`config.mk`:
```
export PLATFORM = sky130hd
export DESIGN_NAME = rdpath_seq
export DESIGN_NICKNAME = d
export VERILOG_FILES = /design/src/rtl/rdpath_pkg.sv /design/src/rtl/rdpath_align.sv /design/src/rtl/rdpath_win.sv /design/src/rtl/rdpath_lane.sv /design/src/rtl/rdpath_seq.sv
export SDC_FILE = /design/constraint.sdc
export NUM_CORES = 1
export LEC_CHECK = 0
export ABC_AREA = 1
export BUFFER_PORTS_ARGS = -buffer_cell sky130_fd_sc_hd__buf_2
export CORE_AREA = 2 2 156 158
export DETAILED_ROUTE_END_ITERATION = 8
export DIE_AREA = 0 0 158 160
export GPL_ROUTABILITY_DRIVEN = 1
export SLEW_MARGIN = 25
export SYNTH_ARGS = -nofsm -noshare
export SYNTH_HDL_FRONTEND = slang
export SYNTH_SLANG_ARGS = --single-unit
export TNS_END_PERCENT = 30
```
`constraint.sdc`:
```
create_clock -name clk -period 2.15 [get_ports clk]
set_input_delay 0.43 -clock clk [delete_from_list [all_inputs] [get_ports clk]]
set_output_delay 0.43 -clock clk [all_outputs]
set_load 0.005 [all_outputs]
```
`src/rtl/rdpath_pkg.sv`:
```
package rdpath_pkg;

    typedef enum logic [1:0] {
        SZ_BYTE = 2'd0,
        SZ_HALF = 2'd1,
        SZ_WORD = 2'd2
    } acc_size_e;

    localparam logic [3:0] FLT_NONE  = 4'h0;
    localparam logic [3:0] FLT_ALIGN = 4'h1;

    typedef enum logic [3:0] {
        ST_IDLE,
        ST_XLATE,
        ST_RBUF,
        ST_MAIN,
        ST_MINI,
        ST_FLUSH,
        ST_DRAIN,
        ST_ALLOC,
        ST_MEMRD,
        ST_RESP
    } seq_state_e;

endpackage

```
`src/rtl/rdpath_align.sv`:
```
module rdpath_align
    import rdpath_pkg::*;
(
    input  logic [1:0] va_lo,
    input  logic [1:0] size,
    output logic       misaligned
);
    always_comb begin
        unique case (size)
            SZ_HALF: misaligned = va_lo[0];
            SZ_WORD: misaligned = |va_lo;
            default: misaligned = 1'b0;
        endcase
    end
endmodule

```
`src/rtl/rdpath_win.sv`:
```
module rdpath_win #(
    parameter int          AW     = 32,
    parameter logic [AW-1:0] WIN_LO = 32'hE000_0000,
    parameter logic [AW-1:0] WIN_HI = 32'hE800_0000
) (
    input  logic [AW-1:0] pa,
    output logic          in_win
);
    assign in_win = (pa >= WIN_LO) && (pa < WIN_HI);
endmodule

```
`src/rtl/rdpath_lane.sv`:
```
module rdpath_lane
    import rdpath_pkg::*;
#(
    parameter int DW = 32
) (
    input  logic [DW-1:0] word,
    input  logic [1:0]    size,
    input  logic [1:0]    va_lo,
    input  logic          bigend,
    output logic [DW-1:0] data
);
    localparam int HW = DW / 2;

    logic [1:0] half_sel;
    logic [1:0] byte_sel;
    logic [DW-1:0] half_shift;
    logic [DW-1:0] byte_shift;

    assign half_sel   = {bigend, 1'b0} ^ {va_lo[1], 1'b0};
    assign byte_sel   = {bigend, bigend} ^ va_lo;
    assign half_shift = word >> (8 * half_sel);
    assign byte_shift = word >> (8 * byte_sel);

    always_comb begin
        unique case (size)
            SZ_HALF: data = {{HW{1'b0}}, half_shift[HW-1:0]};
            SZ_BYTE: data = {{(DW-8){1'b0}}, byte_shift[7:0]};
            default: data = word;
        endcase
    end
endmodule

```
`src/rtl/rdpath_seq.sv`:
```
module rdpath_seq
    import rdpath_pkg::*;
#(
    parameter int            AW     = 32,
    parameter int            DW     = 32,
    parameter int            FW     = 4,
    parameter logic [AW-1:0] WIN_LO = 32'hE000_0000,
    parameter logic [AW-1:0] WIN_HI = 32'hE800_0000
) (
    input  logic          clk,
    input  logic          rst_n,
    input  logic          req_valid,
    input  logic [AW-1:0] req_va,
    input  logic [1:0]    req_size,
    input  logic          cfg_mmu_on,
    input  logic          cfg_align_chk,
    input  logic          cfg_dcache_on,
    input  logic          cfg_bigend,
    output logic          xl_req,
    input  logic          xl_done,
    input  logic [FW-1:0] xl_fault,
    input  logic [AW-1:0] xl_pa,
    input  logic          xl_cacheable,
    input  logic          xl_bufferable,
    output logic [AW-1:0] lk_va,
    output logic          rb_req,
    input  logic          rb_done,
    input  logic          rb_hit,
    input  logic [FW-1:0] rb_fault,
    input  logic [DW-1:0] rb_data,
    output logic          mc_req,
    input  logic          mc_done,
    input  logic          mc_hit,
    input  logic [DW-1:0] mc_data,
    output logic          nc_req,
    input  logic          nc_done,
    input  logic          nc_hit,
    input  logic [DW-1:0] nc_data,
    output logic [AW-1:0] phys_addr,
    output logic          sf_req,
    output logic          sf_to_main,
    input  logic          sf_done,
    output logic          wb_req,
    input  logic          wb_done,
    output logic          al_req,
    output logic          al_to_main,
    input  logic          al_done,
    input  logic [DW-1:0] al_data,
    output logic          mem_req,
    output logic [AW-1:0] mem_addr,
    output logic [1:0]    mem_size,
    input  logic          mem_done,
    input  logic [DW-1:0] mem_data,
    output logic          rsp_valid,
    output logic [DW-1:0] rsp_data,
    output logic [FW-1:0] rsp_fault
);
    localparam int LSB_W = $clog2(DW / 8);

    seq_state_e state, state_nx;

    logic [AW-1:0] va_q;
    logic [1:0]    size_q;
    logic          be_q;
    logic          dce_q;
    logic          bypass_q;
    logic [AW-1:0] pa_q;
    logic          c_q;
    logic          b_q;
    logic [DW-1:0] word_q;
    logic [FW-1:0] fault_q;

    logic          mis_now;
    logic          win_hit;
    logic          fill_ok;
    logic [1:0]    low_bits;
    logic [DW-1:0] lane_out;

    rdpath_align u_align (
        .va_lo      (req_va[1:0]),
        .size       (req_size),
        .misaligned (mis_now)
    );

    rdpath_win #(.AW(AW), .WIN_LO(WIN_LO), .WIN_HI(WIN_HI)) u_win (
        .pa     (pa_q),
        .in_win (win_hit)
    );

    rdpath_lane #(.DW(DW)) u_lane (
        .word   (word_q),
        .size   (size_q),
        .va_lo  (va_q[1:0]),
        .bigend (be_q),
        .data   (lane_out)
    );

    assign fill_ok = c_q && dce_q;

    // state register
    always_ff @(posedge clk or negedge rst_n) begin
        if (!rst_n) state <= ST_IDLE;
        else        state <= state_nx;
    end

    // next-state decision
    always_comb begin
        state_nx = state;
        unique case (state)
            ST_IDLE: if (req_valid) begin
                if (!cfg_mmu_on)                   state_nx = ST_MEMRD;
                else if (cfg_align_chk && mis_now) state_nx = ST_RESP;
                else                               state_nx = ST_XLATE;
            end
            ST_XLATE: if (xl_done)
                state_nx = (xl_fault != '0) ? ST_RESP : ST_RBUF;
            ST_RBUF: if (rb_done)
                state_nx = rb_hit ? ST_RESP : ST_MAIN;
            ST_MAIN: if (mc_done)
                state_nx = mc_hit ? ST_RESP : ST_MINI;
            ST_MINI: if (nc_done) begin
                if (nc_hit)       state_nx = ST_RESP;
                else if (win_hit) state_nx = c_q ? ST_FLUSH : ST_RESP;
                else if (b_q)     state_nx = ST_DRAIN;
                else if (fill_ok) state_nx = ST_ALLOC;
                else              state_nx = ST_MEMRD;
            end
            ST_DRAIN: if (wb_done)
                state_nx = fill_ok ? ST_ALLOC : ST_MEMRD;
            ST_FLUSH: if (sf_done)  state_nx = ST_RESP;
            ST_ALLOC: if (al_done)  state_nx = ST_RESP;
            ST_MEMRD: if (mem_done) state_nx = ST_RESP;
            ST_RESP:                state_nx = ST_IDLE;
            default:                state_nx = ST_IDLE;
        endcase
    end

    // captured request and result
    always_ff @(posedge clk or negedge rst_n) begin
        if (!rst_n) begin
            va_q     <= '0;
            size_q   <= SZ_WORD;
            be_q     <= 1'b0;
            dce_q    <= 1'b0;
            bypass_q <= 1'b0;
            pa_q     <= '0;
            c_q      <= 1'b0;
            b_q      <= 1'b0;
            word_q   <= '0;
            fault_q  <= FLT_NONE;
        end else begin
            unique case (state)
                ST_IDLE: if (req_valid) begin
                    va_q     <= req_va;
                    size_q   <= req_size;
                    be_q     <= cfg_bigend;
                    dce_q    <= cfg_dcache_on;
                    bypass_q <= !cfg_mmu_on;
                    pa_q     <= '0;
                    c_q      <= 1'b0;
                    b_q      <= 1'b0;
                    word_q   <= '0;
                    fault_q  <= (cfg_mmu_on && cfg_align_chk && mis_now) ? FLT_ALIGN : FLT_NONE;
                end
                ST_XLATE: if (xl_done) begin
                    pa_q    <= {xl_pa[AW-1:LSB_W], {LSB_W{1'b0}}};
                    c_q     <= xl_cacheable;
                    b_q     <= xl_bufferable;
                    fault_q <= xl_fault;
                end
                ST_RBUF: if (rb_done && rb_hit) begin
                    fault_q <= rb_fault;
                    word_q  <= (rb_fault != '0) ? '0 : rb_data;
                end
                ST_MAIN:  if (mc_done && mc_hit) word_q <= mc_data;
                ST_MINI:  if (nc_done && nc_hit) word_q <= nc_data;
                ST_ALLOC: if (al_done)           word_q <= al_data;
                ST_MEMRD: if (mem_done)          word_q <= mem_data;
                default: ;
            endcase
        end
    end

    always_comb begin
        unique case (size_q)
            SZ_BYTE: low_bits = va_q[1:0];
            SZ_HALF: low_bits = {va_q[1], 1'b0};
            default: low_bits = 2'b00;
        endcase
    end

    // outputs
    always_comb begin
        xl_req     = (state == ST_XLATE);
        rb_req     = (state == ST_RBUF);
        mc_req     = (state == ST_MAIN);
        nc_req     = (state == ST_MINI);
        sf_req     = (state == ST_FLUSH);
        wb_req     = (state == ST_DRAIN);
        al_req     = (state == ST_ALLOC);
        mem_req    = (state == ST_MEMRD);
        lk_va      = {va_q[AW-1:LSB_W], {LSB_W{1'b0}}};
        phys_addr  = pa_q;
        sf_to_main = b_q;
        al_to_main = b_q;
        mem_addr   = bypass_q ? va_q : {pa_q[AW-1:2], low_bits};
        mem_size   = size_q;
        rsp_valid  = (state == ST_RESP);
        rsp_data   = (fault_q != '0) ? '0 : lane_out;
        rsp_fault  = fault_q;
    end

    // assertions
    p_one_pulse_r10: assert property (@(posedge clk) disable iff (!rst_n)
        rsp_valid |=> !rsp_valid);

    p_one_unit_r4: assert property (@(posedge clk) disable iff (!rst_n)
        $onehot0({xl_req, rb_req, mc_req, nc_req, sf_req, wb_req, al_req, mem_req}));

    p_align_fault_r2: assert property (@(posedge clk) disable iff (!rst_n)
        (state == ST_IDLE && req_valid && cfg_mmu_on && cfg_align_chk && mis_now)
        |=> (rsp_valid && rsp_fault == FLT_ALIGN));

    p_walk_fault_r3: assert property (@(posedge clk) disable iff (!rst_n)
        (xl_req && xl_done && xl_fault != '0) |=> (rsp_valid && rsp_fault == $past(xl_fault)));

    p_drain_first_r6: assert property (@(posedge clk) disable iff (!rst_n)
        (wb_req && wb_done) |=> (al_req || mem_req));

    p_flush_window_r5: assert property (@(posedge clk) disable iff (!rst_n)
        sf_req |-> win_hit);

    p_fill_outside_r7: assert property (@(posedge clk) disable iff (!rst_n)
        (al_req || wb_req) |-> !win_hit);

endmodule

```
==> Implementation_results.wiki <==
{| class="wikitable"
! Metric !! Value
|-
| GP Congestion || roughly 0.86
|-
| Grt ovf || 0
|-
| Netlist area before placement || approximately 6900 µm²
|-
| Wirelength per Cell || approximately 16 µm
|-
| Via count normalized by instance count || roughly 4.7
|-
| Data required, critical path || 1.72 ns
|-
| Switching power summed over all nets || 6119 µW
|-
| Mux contribution to synthesized area || 0.05226
|-
| Core Rows || between 50 and 60
|-
| Fin. max-slew vios || 0
|-
| H-tree depth reported by CTS || 3
|-
| Area share of xor/xnor cells in the synthesized design || 0.002540
|-
| Most frequent standard cell in the layout excluding fill and tap cells || sky130_fd_sc_hd__buf_2
|-
| Top FF cell, synth || sky130_fd_sc_hd__dfrtp_1
|-
| Power density of the placed cells || around 1400 nW/µm²
|-
| Unrepaired setup endpoints after global routing || yes
|-
| Worst hold path class || primary input to flip-flop
|-
| Final Hold Fails || 0
|-
| Vias in the first global route || about 7.5k
|-
| Simple-gate area share of the yosys netlist || 0.3212
|-
| Fraction of the core area covered by cells at the end of the flow || 0.4150
|-
| Core area || 23820 µm²
|-
| Wire length of the first global-routing pass || approximately 42000 µm
|-
| Multi-input logic area || ~3600 µm²
|-
| Clock power share || 0.131
|-
| Max Cap Violations || 0
|-
| Sum of negative setup slack || -0.3304 ns
|-
| Share of the clock period used by the worst path || 1.034
|-
| Clk Tree Root Cell || sky130_fd_sc_hd__clkbuf_16
|-
| Count of different cell masters after synthesis || 32
|-
| HPWL after detailed placement || ~22000 µm
|-
| Number of buffers created by CTS || 9
|-
| Post-synth top area cell || sky130_fd_sc_hd__dfrtp_1
|-
| Violations in the final reports || setup timing
|-
| Final instance count without filler cells || ~1.7k
|-
| Leakage || 0.005359 µW
|-
| Total power draw || ~13000 µW
|-
| Pin count of the biggest net entering global routing || between 60 and 70
|-
| Number of DRC markers after the initial detailed-route iteration || approximately 500
|-
| Time the worst path needs with I/O delays and setup || 2.224 ns
|-
| Critical Path Sink Type || output port
|-
| Timing-limited maximum frequency || around 450 MHz
|-
| I/O Pins || between 300 and 400
|-
| Max clock buf depth || 2
|-
| Number of antenna violations at the first check in global routing || 3
|-
| Post-synth EDFFs || 0
|-
| IO buf count || about 400
|-
| Via Count || 8047
|-
| Fraction of layout cells with a size suffix above 1 || 0.3736
|-
| Setup violation total in the final timing report || 11
|-
| Combinational group share of total power || 0.577
|-
| Cell types with the largest area share after synthesis || sky130_fd_sc_hd__dfrtp_1, sky130_fd_sc_hd__nand2_1, sky130_fd_sc_hd__o21ai_0, sky130_fd_sc_hd__nand3_1, sky130_fd_sc_hd__inv_1
|-
| Async set or reset register ratio after synthesis || 1.000
|-
| Synthesized area per cell || 6.868 µm²
|-
| Worst Setup Path Type || flip-flop to output port
|-
| Width of the die || between 150 and 200 µm
|-
| P_int || ~7300 µW
|-
| Yosys warning total || 0
|-
| Final routed DRC violation total || 0
|-
| Post-CTS clock slew at the launch and capture registers of the worst setup and hold paths || around 0.080 ns
|-
| Data arrival time of the critical path || between 1.5 and 2 ns
|-
| Met1 wire length || approximately 13000 µm
|-
| Longest individual stage delay on the worst path || roughly 0.45 ns
|-
| CP cell instances || xnor2_4 > buf_12 > nand2_2 > o21ai_2 > o21ai_1 > a21oi_1 > buf_2
|-
| Synth-to-Final Area Change || 43.35%
|-
| Seq pwr share || 0.292
|-
| Routed Antenna Nets || 0
|-
| TritonCTS sink count || around 110
|-
| Critical Path Slowest Stage Cell || sky130_fd_sc_hd__dfrtp_2
|-
| Switching power share of the total || 0.4573
|-
| Effective utilization at floorplan || 0.2895
|-
| Peak VDD IR || approximately 0.0006 V
|-
| Die area || between 20000 and 30000 µm²
|-
| Pre-antenna DRT Iters || 5
|-
| Proportion of synthesized chip area in sequential cells || 0.3958
|-
| Height of the die || ~160 µm
|-
| Top fanout value on the critical path || 8
|-
| Nets || 1643
|-
| # placed instances || 1690
|-
| Routed met3 length || roughly 1400 µm
|-
| Adder-Cell Fraction of Synth Area || 0.003629
|-
| Number of flip-flops and latches in the synthesized netlist || 109
|-
| Combinational family with the most area after synthesis || simple AND/OR/NAND/NOR gates
|-
| Worst clock skew || 0.007000 ns
|-
| Worst-skew pair later-pin latency || roughly 0.36 ns
|-
| Register Area || 2734 µm²
|-
| Met2 routed wirelength || 13090 µm
|-
| Count of mapped cells out of synthesis || 1004
|-
| Fraction of the mapped netlist area in compound gates || 0.1265
|-
| Highest metal layer used by the detailed router || met5
|-
| Kind of start point of the critical path || flip-flop
|-
| Top library cells by usage in the layout, fill and taps aside || sky130_fd_sc_hd__buf_2, sky130_fd_sc_hd__nand2_1, sky130_fd_sc_hd__dfrtp_1
|-
| Outcome || finished, violations left
|-
| Total Routing Usage GR || 0.2128
|-
| Total wire length after detailed routing || ~28000 µm
|-
| Filler Cell Count || approximately 2.6k
|-
| Setup slack of the critical path after layout || -0.07351 ns
|-
| Share of Yosys cell area claimed by the top area cell type || 0.3919
|-
| Clock tree from TritonCTS || done
|}
[state kept, by name, summed over array words and instances (netlist names)]
name and flops:
va_q 32, word_q 32, phys_addr 30, rsp_fault 4
state 4, mem_size 2, al_to_main 1, be_q 1
bypass_q 1, c_q 1, dce_q 1
[area by class of cell]
type / count / share of cell area
inverter: 105 / 0.03987
multi-input combinational: 736 / 0.3663
tap: 324 / 0.04101
antenna: 2 / 0.0005063
clock buffer: 9 / 0.02278
timing repair buffer: 426 / 0.2448
sequential: 109 / 0.2766
clock inverter: 7 / 0.008101
[metrics by stage]
| step | hold WS [ns] | area, µm² | setup slack (ns) |
|---|---|---|---|
| CTS | 0.2807 | 9798 | -0.1098 |
| global placement | 0.3470 | 9336 | 0.2762 |
| floorplan | 0.1344 | 6907 | 0.3171 |
| finish | 0.2965 | 9884 | -0.07351 |
| detailed placement | 0.3444 | 9336 | 0.2528 |
| global route | 0.2934 | 9884 | -0.1492 |
[path summary, 6_finish.rpt]
kind | start | end | slack, ns | cells past startpoint
min in group asynchronous | rst_n | phys_addr[9] | 0.51 | 2
max in group asynchronous | rst_n | state[0] | 1.03 | 3
max reg2reg | state[1] | word_q[30] | 0.29 | 9
min reg2reg | word_q[2] | word_q[2] | 0.49 | 2
max | va_q[1] | rsp_data[1] | -0.07 | 7
min | req_va[21] | va_q[21] | 0.30 | 2
[cell families (layout without fill, tap and decap cells)]
kind of cell / Yosys count / count (layout)
buffers and inverters: 162 / 547
muxes: 32 / 32
AOI/OAI and AO/OA: 163 / 163
other: 1 / 6
and+or+nand+nor: 533 / 533
xor gates and xnor gates: 2 / 2
DFF: 109 / 109
adders and majority gates: 2 / 2
[power groups by stage]
stage / sequential [µW] / combinational, µW / clock [µW]
6_report: 3900 / 7720 / 1760
5_1_grt: 4030 / 8540 / 1890
4_1_cts: 3880 / 7530 / 1820
3_5_place_dp: 3890 / 6970 / 0
3_3_place_gp: 3870 / 6920 / 0
2_1_floorplan: 3700 / 3870 / 0
[worst max-delay path: cells and delay by family, from the launching register on]
kind,cells,cell delay (ns)
compound gates,3,0.31
xor+xnor,1,0.29
buf+inv,2,0.33
flops,1,0.45
simple gates,1,0.05
[synthesized netlist by cell type (all sizes together) (2+ instances only)]
master	number
nand3	89
clkbuf	23
nand4	18
buf	34
mux2	32
nor3	3
o21ai	110
o211ai	3
a21boi	14
nand3b	3
a22o	2
a21oi	33
inv	104
nor2	54
nand2	366
dfrtp	108
ha	2
[repair_timing]
action,in CTS,in global routing
setup buffers,2,5
resized for setup,38,24
gates cloned,2,1
hold buffers,1,0
endpoints found under the hold margin,18,0
pin swaps,2,8
setup endpoints to repair,21,26
[per-layer routing]
layer  vias up  GRT usage
met3        46    0.02714
met2       284     0.3326
li1       3981          -
met4         2    0.06593
met5         -          0
met1      3734     0.3053
Note: power is estimated with default switching activity, not from simulation.
